**src/rtl/rr_pkg.sv**
```systemverilog
package rr_pkg;
    localparam int NUM_ARCH   = 8;
    localparam int NUM_PHYS   = 16;
    localparam int HIST_DEPTH = 8;
    localparam int SEQ_W      = 8;

    localparam int ARCH_W = $clog2(NUM_ARCH);
    localparam int PHYS_W = $clog2(NUM_PHYS);
    localparam int HIST_W = $clog2(HIST_DEPTH);
    localparam int CNT_W  = $clog2(HIST_DEPTH + 1);

    typedef logic [ARCH_W-1:0] arch_t;
    typedef logic [PHYS_W-1:0] phys_t;
    typedef logic [SEQ_W-1:0]  seq_t;

    typedef struct packed {
        seq_t  seq;
        arch_t arch;
        phys_t fresh;
        phys_t prior;
    } hist_rec_t;

    typedef enum logic [1:0] {
        WALK_IDLE,
        WALK_SQUASH,
        WALK_COMMIT
    } walk_e;
endpackage

```
**src/rtl/rr_free_pool.sv**
```systemverilog
module rr_free_pool
    import rr_pkg::*;
(
    input  logic  clk,
    input  logic  rst,
    input  logic  take_en,
    output phys_t take_idx,
    output logic  any_free,
    input  logic  give_en,
    input  phys_t give_idx
);
    logic [NUM_PHYS-1:0] free_q;

    always_comb begin
        take_idx = '0;
        for (int i = NUM_PHYS - 1; i >= 0; i--) begin
            if (free_q[i]) take_idx = PHYS_W'(i);
        end
    end

    assign any_free = |free_q;

    always_ff @(posedge clk) begin
        if (rst) begin
            for (int i = 0; i < NUM_PHYS; i++) free_q[i] <= (i >= NUM_ARCH);
        end else begin
            if (take_en) free_q[take_idx] <= 1'b0;
            if (give_en) free_q[give_idx] <= 1'b1;
        end
    end

    assert_no_double_release_R5: assert property (@(posedge clk) disable iff (rst)
        give_en |-> !free_q[give_idx]);

    assert_no_take_during_walk_R9: assert property (@(posedge clk) disable iff (rst)
        !(take_en && give_en));
endmodule

```
**src/rtl/rr_hist_ring.sv**
```systemverilog
module rr_hist_ring
    import rr_pkg::*;
(
    input  logic       clk,
    input  logic       rst,
    input  logic       push_en,
    input  hist_rec_t  push_rec,
    input  logic       drop_new_en,
    input  logic       drop_old_en,
    output hist_rec_t  newest,
    output hist_rec_t  oldest,
    output logic       full,
    output logic       empty
);
    hist_rec_t          ring_q [HIST_DEPTH];
    logic [HIST_W-1:0]  head_q;
    logic [HIST_W-1:0]  tail_q;
    logic [CNT_W-1:0]   count_q;

    function automatic logic [HIST_W-1:0] fwd(input logic [HIST_W-1:0] p);
        return (p == HIST_W'(HIST_DEPTH - 1)) ? '0 : p + 1'b1;
    endfunction

    function automatic logic [HIST_W-1:0] back(input logic [HIST_W-1:0] p);
        return (p == '0) ? HIST_W'(HIST_DEPTH - 1) : p - 1'b1;
    endfunction

    assign newest = ring_q[back(head_q)];
    assign oldest = ring_q[tail_q];
    assign full   = (count_q == CNT_W'(HIST_DEPTH));
    assign empty  = (count_q == '0);

    always_ff @(posedge clk) begin
        if (push_en) ring_q[head_q] <= push_rec;
    end

    always_ff @(posedge clk) begin
        if (rst) begin
            head_q  <= '0;
            tail_q  <= '0;
            count_q <= '0;
        end else begin
            if (push_en)          head_q <= fwd(head_q);
            else if (drop_new_en) head_q <= back(head_q);
            if (drop_old_en)      tail_q <= fwd(tail_q);
            count_q <= count_q + CNT_W'(push_en) - CNT_W'(drop_new_en) - CNT_W'(drop_old_en);
        end
    end

    assert_no_overflow_R4: assert property (@(posedge clk) disable iff (rst)
        push_en |-> (count_q != CNT_W'(HIST_DEPTH)));

    assert_no_underflow_R9: assert property (@(posedge clk) disable iff (rst)
        (drop_new_en || drop_old_en) |-> (count_q != '0));

    assert_single_end_R9: assert property (@(posedge clk) disable iff (rst)
        $countones({push_en, drop_new_en, drop_old_en}) <= 1);
endmodule

```
**src/rtl/rr_map_sb.sv**
```systemverilog
module rr_map_sb
    import rr_pkg::*;
(
    input  logic  clk,
    input  logic  rst,
    input  arch_t look_arch,
    output phys_t look_phys,
    output logic  look_ready,
    input  arch_t cur_arch,
    output phys_t cur_phys,
    input  logic  wr_en,
    input  arch_t wr_arch,
    input  phys_t wr_phys,
    input  logic  set_en,
    input  phys_t set_idx,
    input  logic  clr_en,
    input  phys_t clr_idx
);
    phys_t               map_q [NUM_ARCH];
    logic [NUM_PHYS-1:0] ready_q;

    assign look_phys  = map_q[look_arch];
    assign look_ready = ready_q[look_phys];
    assign cur_phys   = map_q[cur_arch];

    always_ff @(posedge clk) begin
        if (rst) begin
            for (int i = 0; i < NUM_ARCH; i++) map_q[i] <= PHYS_W'(i);
            ready_q <= '1;
        end else begin
            if (wr_en)  map_q[wr_arch]   <= wr_phys;
            if (set_en) ready_q[set_idx] <= 1'b1;
            if (clr_en) ready_q[clr_idx] <= 1'b0;
        end
    end

    assert_ready_cleared_R3: assert property (@(posedge clk) disable iff (rst)
        clr_en |=> !ready_q[$past(clr_idx)]);

    assert_map_written_R3: assert property (@(posedge clk) disable iff (rst)
        wr_en |=> (map_q[$past(wr_arch)] == $past(wr_phys)));
endmodule

```
**src/rtl/rename_rollback_unit.sv**
```systemverilog
module rename_rollback_unit
    import rr_pkg::*;
(
    input  logic              clk,
    input  logic              rst,
    input  logic [ARCH_W-1:0] src_arch,
    output logic [PHYS_W-1:0] src_phys,
    output logic              src_ready,
    input  logic              wb_valid,
    input  logic [PHYS_W-1:0] wb_phys,
    input  logic              ren_valid,
    input  logic              ren_has_dst,
    input  logic [ARCH_W-1:0] ren_arch,
    input  logic [SEQ_W-1:0]  ren_seq,
    output logic              ren_stall,
    output logic [PHYS_W-1:0] ren_phys,
    output logic [PHYS_W-1:0] ren_prev,
    input  logic              sq_valid,
    input  logic [SEQ_W-1:0]  sq_seq,
    input  logic              cm_valid,
    input  logic [SEQ_W-1:0]  cm_seq,
    output logic              busy,
    output logic              rel_valid,
    output logic [PHYS_W-1:0] rel_phys
);
    walk_e     state_q;
    seq_t      target_q;
    hist_rec_t newest, oldest, push_rec;
    logic      ring_full, ring_empty, any_free;
    logic      do_rename, pop_new, pop_old, short_of_res;
    phys_t     take_idx, cur_phys;

    assign busy         = (state_q != WALK_IDLE);
    assign short_of_res = ren_has_dst && (!any_free || ring_full);
    assign ren_stall    = ren_valid && (busy || sq_valid || short_of_res);
    assign do_rename    = ren_valid && ren_has_dst && !ren_stall;
    assign ren_phys     = take_idx;
    assign ren_prev     = cur_phys;

    assign pop_new   = (state_q == WALK_SQUASH) && !ring_empty && (newest.seq > target_q);
    assign pop_old   = (state_q == WALK_COMMIT) && !ring_empty && (oldest.seq <= target_q);
    assign rel_valid = pop_new || pop_old;
    assign rel_phys  = pop_new ? newest.fresh : oldest.prior;

    assign push_rec = '{seq: ren_seq, arch: ren_arch, fresh: take_idx, prior: cur_phys};

    always_ff @(posedge clk) begin
        if (rst) begin
            state_q  <= WALK_IDLE;
            target_q <= '0;
        end else if (sq_valid) begin
            state_q  <= WALK_SQUASH;
            target_q <= sq_seq;
        end else begin
            case (state_q)
                WALK_IDLE: begin
                    if (cm_valid) begin
                        state_q  <= WALK_COMMIT;
                        target_q <= cm_seq;
                    end
                end
                WALK_SQUASH: if (!pop_new) state_q <= WALK_IDLE;
                WALK_COMMIT: if (!pop_old) state_q <= WALK_IDLE;
                default:     state_q <= WALK_IDLE;
            endcase
        end
    end

    rr_free_pool u_pool (
        .clk      (clk),
        .rst      (rst),
        .take_en  (do_rename),
        .take_idx (take_idx),
        .any_free (any_free),
        .give_en  (rel_valid),
        .give_idx (rel_phys)
    );

    rr_hist_ring u_ring (
        .clk         (clk),
        .rst         (rst),
        .push_en     (do_rename),
        .push_rec    (push_rec),
        .drop_new_en (pop_new),
        .drop_old_en (pop_old),
        .newest      (newest),
        .oldest      (oldest),
        .full        (ring_full),
        .empty       (ring_empty)
    );

    rr_map_sb u_map (
        .clk        (clk),
        .rst        (rst),
        .look_arch  (src_arch),
        .look_phys  (src_phys),
        .look_ready (src_ready),
        .cur_arch   (ren_arch),
        .cur_phys   (cur_phys),
        .wr_en      (do_rename || pop_new),
        .wr_arch    (pop_new ? newest.arch : ren_arch),
        .wr_phys    (pop_new ? newest.prior : take_idx),
        .set_en     (wb_valid),
        .set_idx    (wb_phys),
        .clr_en     (do_rename),
        .clr_idx    (take_idx)
    );

    assert_squash_starts_walk_R5: assert property (@(posedge clk) disable iff (rst)
        sq_valid |=> (busy && state_q == WALK_SQUASH));

    assert_release_needs_busy_R9: assert property (@(posedge clk) disable iff (rst)
        rel_valid |-> busy);

    assert_busy_holds_rename_R4: assert property (@(posedge clk) disable iff (rst)
        (busy && ren_valid) |-> ren_stall);

    assert_commit_dropped_by_squash_R8: assert property (@(posedge clk) disable iff (rst)
        (sq_valid && cm_valid) |=> !pop_old);
endmodule

```
**config.mk**
```make
export PLATFORM = sky130hd
export DESIGN_NAME = rename_rollback_unit
export DESIGN_NICKNAME = d
export VERILOG_FILES = /design/src/rtl/rr_pkg.sv /design/src/rtl/rr_free_pool.sv /design/src/rtl/rr_hist_ring.sv /design/src/rtl/rr_map_sb.sv /design/src/rtl/rename_rollback_unit.sv
export SDC_FILE = /design/constraint.sdc
export NUM_CORES = 1
export LEC_CHECK = 0
export BUFFER_PORTS_ARGS = -buffer_cell sky130_fd_sc_hd__buf_4
export CAP_MARGIN = 20
export CORE_MARGIN = 5
export CORE_UTILIZATION = 35
export CTS_CLUSTER_DIAMETER = 120
export CTS_CLUSTER_SIZE = 8
export DETAILED_ROUTE_END_ITERATION = 12
export GPL_ROUTABILITY_DRIVEN = 0
export SKIP_LAST_GASP = 1
export SYNTH_ARGS = -nofsm -noshare
export SYNTH_HDL_FRONTEND = slang
export SYNTH_HIERARCHICAL = 1
export SYNTH_SLANG_ARGS = --single-unit
```
**constraint.sdc**
```tcl
create_clock -name clk -period 7 [get_ports clk]
set_input_delay 1.05 -clock clk [delete_from_list [all_inputs] [get_ports clk]]
set_output_delay 1.05 -clock clk [all_outputs]
set_load 0.005 [all_outputs]
```
After elaboration in Yosys (flattened, before gate mapping)
Memory sizes are Yosys's and may differ from the RTL's. A register that Yosys moved wholly into a read port is not among the register bits.
Index checks and enable logic that the tools add are counted.
{"block": "classes", "mux": 58, "addsub": 6, "n_reduce_logical": 32, "n_bitwise": 5, "order_cmp": 9, "eq_ne": 11}
{"op": "$mux W16", "n": 6}
{"op": "$mux W4", "n": 19}
{"op": "$and A16 B16 Y16", "n": 2}
{"op": "$or A16 B16 Y16", "n": 2}
{"op": "$mux W3", "n": 9}
{"op": "$mux W8", "n": 3}
{"op": "$lt A4 B5 Y1 const B", "n": 4}
{"op": "$not A16 Y16", "n": 1}
{"op": "$reduce_or A16 Y1", "n": 1}
{"op": "$mux W1", "n": 13}
{"op": "$demux W1 S4", "n": 3}
{"op": "$ge A4 B1 Y1 const B", "n": 3}
{"op": "$logic_and A1 B1 Y1", "n": 11}
{"op": "$ne A3 B3 Y1 const B", "n": 3}
{"op": "$gt A8 B8 Y1", "n": 1}
{"op": "$le A8 B8 Y1", "n": 1}
{"op": "$reduce_bool A2 Y1", "n": 4}
{"op": "$sub A4 B1 Y4", "n": 2}
{"op": "$add A3 B1 Y3 const B", "n": 2}
{"op": "$eq A3 B3 Y1 const B", "n": 2}
{"op": "$mux W2", "n": 3}
{"op": "$ne A2 B2 Y1 const B", "n": 3}
{"op": "$pmux W2 S3", "n": 1}
{"op": "$reduce_and A3 Y1", "n": 2}
{"op": "other kinds (14)", "n": 20}
{"block": "totals", "elab_cells": 131, "n_memories": 2, "ramBits": 184, "regBits": 52, "in_bits": 41, "output_inout_bits": 20}
{"name": "u_ring.ring_q", "depth": 8, "word_bits": 19, "rd": 2, "rd_clocked_by_memory_dff": 1, "write_ports": 1, "line_no": "rr_hist_ring.sv:15", "text": "hist_rec_t ring_q [HIST_DEPTH];"}
{"name": "u_map.map_q", "depth": 8, "word_bits": 4, "rd": 2, "rd_clocked_by_memory_dff": 0, "write_ports": 8, "line_no": "rr_map_sb.sv:19", "text": "phys_t map_q [NUM_ARCH];"}

Depth between registers and ports, before layout
{"block": "depth", "word_depth": 26, "mapped_depth": 26, "ltp_nobuf": 22}

Cells and area by module
The synthesis kept the hierarchy.
{"module": "rr_hist_ring", "cells_each": 432, "seq_area_each_um2": 4824.6, "instances": 1, "area_each_um2": 7748.7}
{"module": "rr_map_sb", "cells_each": 226, "seq_area_each_um2": 1281.2, "instances": 1, "area_each_um2": 2687.6}
{"module": "rename_rollback_unit", "cells_each": 129, "seq_area_each_um2": 200.2, "instances": 1, "area_each_um2": 1071.0}
{"module": "rr_free_pool", "cells_each": 116, "seq_area_each_um2": 320.3, "instances": 1, "area_each_um2": 959.7}

Worst setup path before layout
Ideal clock, no wire load.
{"block": "synth_path", "kind": "reg2reg", "start": "reg u_ring.head_q[0]", "end": "reg u_ring.count_q[3]", "stages_incl_launch_ff": 24, "path_slack_ns": 2.416, "arrival_time_ns": 4.456, "required_time_ns": 6.872, "period_less_slack_ns": 4.584, "setup_ns": 0.128, "n_path_buf": 5, "cell_sequence": "dfxtp_1 buf_4 inv_1 ha_1 ha_1 buf_2 buf_4 buf_2 mux2i_1 o221ai_1 ha_1 nand2_1 o21a_1 a21oi_4 nand4_4 buf_6 inv_1 inv_1 fa_1 ha_1 ha_1 fa_1 xor2_1 nor2_1"}
{"item": "from (decl)", "line_no": "rr_hist_ring.sv:16", "text": "logic [HIST_W-1:0] head_q;"}
{"item": "from (signal assigned)", "line_no": "rr_hist_ring.sv:43", "text": "if (push_en) head_q <= fwd(head_q);"}
{"item": "from (signal assigned)", "line_no": "rr_hist_ring.sv:44", "text": "else if (drop_new_en) head_q <= back(head_q);"}
{"item": "to (signal assigned)", "line_no": "rr_hist_ring.sv:46", "text": "count_q <= count_q + CNT_W'(push_en) - CNT_W'(drop_new_en) - CNT_W'(drop_old_en);"}
{"item": "to (decl)", "line_no": "rr_hist_ring.sv:18", "text": "logic [CNT_W-1:0] count_q;"}

==> impl_metrics.yaml <==
global_route:
  grt_pass1_wl_mm: 45.0
  grt_max_degree: 60
  first_global_vias: 7908
  antenna_found_initial: 0
  grt_use_total_pct: 14.9
  overflow: 0
sta:
  max_clock_freq_mhz: 177
  grt_setup_unrepaired: "false"
  fin_crit_ns: 5.65
  slew_violations: 0
  post-route-period-util_pct: 80.7
  worst_slew_pin_slew_ns: 1.04
  timing.final.ws_setup_ns: 1.35
  setup_viol: 0
  finClkSkew_ns: 0.0229
  setup_tns_ns: 0
  hold_violations: 0
  slew-limit-headroom_pct: 30.9
  holdWs_ns: 0.499
clock_network:
  clock_path_buffers: 3
  insertion_delay_ns: 0.50
  cts_root_buf: "clkbuf_16"
  cts_sinks: 239
  cts_made_buffers: 35
  post_cts_resized: 0
  cts_htree_levels: 2
  cts_tree: "done"
  cts_setup_buffers: 0
  clk_pin_slew_ns: 0.05
  hold_buffers: 0
finish:
  area_growth_pct: 16.2
  drive_above_1_share_pct: 21.8
  n_antenna_cell: 0
  nFillCells: 3198
  layout.cells.most_common: "edfxtp_1"
  fin_cells: 1428
  layout_common_cells: "184 x edfxtp_1, 98 x mux2i_1, 78 x buf_4, 59 x nor2_1, 55 x dfxtp_1"
  stdcell_area_mm2: 0.0140
  layout.nets: 1025
job:
  maxCapViolations: 0
setup_path:
  worst-endpoint-required_ns: 5.95
  r2r_end: "u_ring/count_q[2]"
  crit_path_end_kind: "primary output"
  crit_fanout: 19
  regToRegSetupSlack_ns: 1.65
  cp-start-kind: "register"
  arrival_ns: 4.60
  reg2reg_depth: 20
  startpoint: "u_ring/head_q[0]"
  r2r_start: "u_ring/head_q[0]"
  critPathKind: "register to primary output"
  crit_path_end: "rel_phys[1]"
floorplanning:
  fp.dieW_um: 195
  num_rows: 68
  dieArea_mm2: 0.0382
  ios: 61
  core_mm2: 0.0342
  initial_core_util_pct: 35.2
  die_h_um: 195
power:
  peakVddDrop_mv: 0.161
  p_leak_nw: 4.87
  p_per_area_mw_per_mm2: 284
synth:
  avgSynthCellArea_um2: 13.6
  syn_area_mm2: 0.0120
  ys_warn_count: 6
  synth_nets: 952
  netlist_instances: 882
detailed_routing:
  vias: 7694
  routed_wl_mm: 28.8
  drc: 0
  drt-initial-drc-count: 465
  route.detailed.wl_per_inst_um: 20.2
  vias_per_cell: 5.39
  ant_nets: 0
  drtPass1Iterations: 4
placement:
  port_buffers: 60
  dpl_worst_slack_ns: 1.66
  dp.cells: 1373
  dpl_cell_area_mm2: 0.0130
  post-dp-hpwl_mm: 19.1
min_path:
  worstHoldPathType: "register to register"
  hold_start: "u_map/ready_q[15]"
outcome:
  status: "finished clean"
[registers in the layout, indices dropped and copies added (netlist names), named ones only]
name,cells
target_q,8
u_ring/count_q,4
u_ring/head_q,3
state_q,2
u_ring/ring_q,152
u_ring/tail_q,3
u_map/ready_q,16
u_map/map_q,32
u_pool/free_q,16
[metal layers]
metal,track usage (%),wire (µm),share of wire [%]
met5,0,0,0
met4,6.18,1110,3.9
met3,3.04,1700,5.9
met2,24.0,13300,46
met1,19.6,12700,44
[power by group]
| part | total, W | leakage [nW] | switching [W] | internal, W |
|---|---|---|---|---|
| clock network | 0.00153 | 0.477 | 0.000574 | 0.000959 |
| logic | 0.000836 | 2.29 | 0.000455 | 0.000381 |
| registers | 0.00160 | 2.10 | 0.0000255 | 0.00157 |
| total | 0.00396 | 4.87 | 0.00105 | 0.00291 |
[critical path, cell delays in order (launching register included)]
cell and delay [ns]:
dfxtp_1 0.55, inv_1 0.14, ha_1 0.25, ha_4 0.17
or3b_1 0.79, o22a_1 0.32, o221ai_1 0.09, ha_1 0.30
a21oi_1 0.17, o21a_1 0.20, nand3_1 0.17, nand4_4 0.32
mux2_2 0.46, buf_4 0.16
[final cells by class]
cell class	count	area, µm²	area share, %
tap	455	569	4.07
clock buffer	55	993	7.11
timing repair buffer	80	608	4.35
inverter	33	124	0.886
multi-input combinational	566	5060	36.2
sequential	239	6630	47.4
[worst min path at each step]
stage	endpoint	slack (ns)	cells after the start
finish	u_map/ready_q[15]	0.50	2
global route	u_map/ready_q[6]	0.53	2
CTS	u_map/ready_q[15]	0.50	2
detailed placement	u_map/ready_q[6]	0.49	2
global placement	u_map/ready_q[3]	0.48	2
floorplan	u_map/ready_q[11]	0.47	2
[per-stage QoR]
stage,utilization [%],total power [W]
2_1_floorplan,-,0.00224
3_3_place_gp,37.9,0.00245
3_5_place_dp,38.0,0.00246
4_1_cts,40.9,0.00401
5_1_grt,40.9,0.00416
6_report,40.9,0.00396
(Power assumes the default switching activity.)
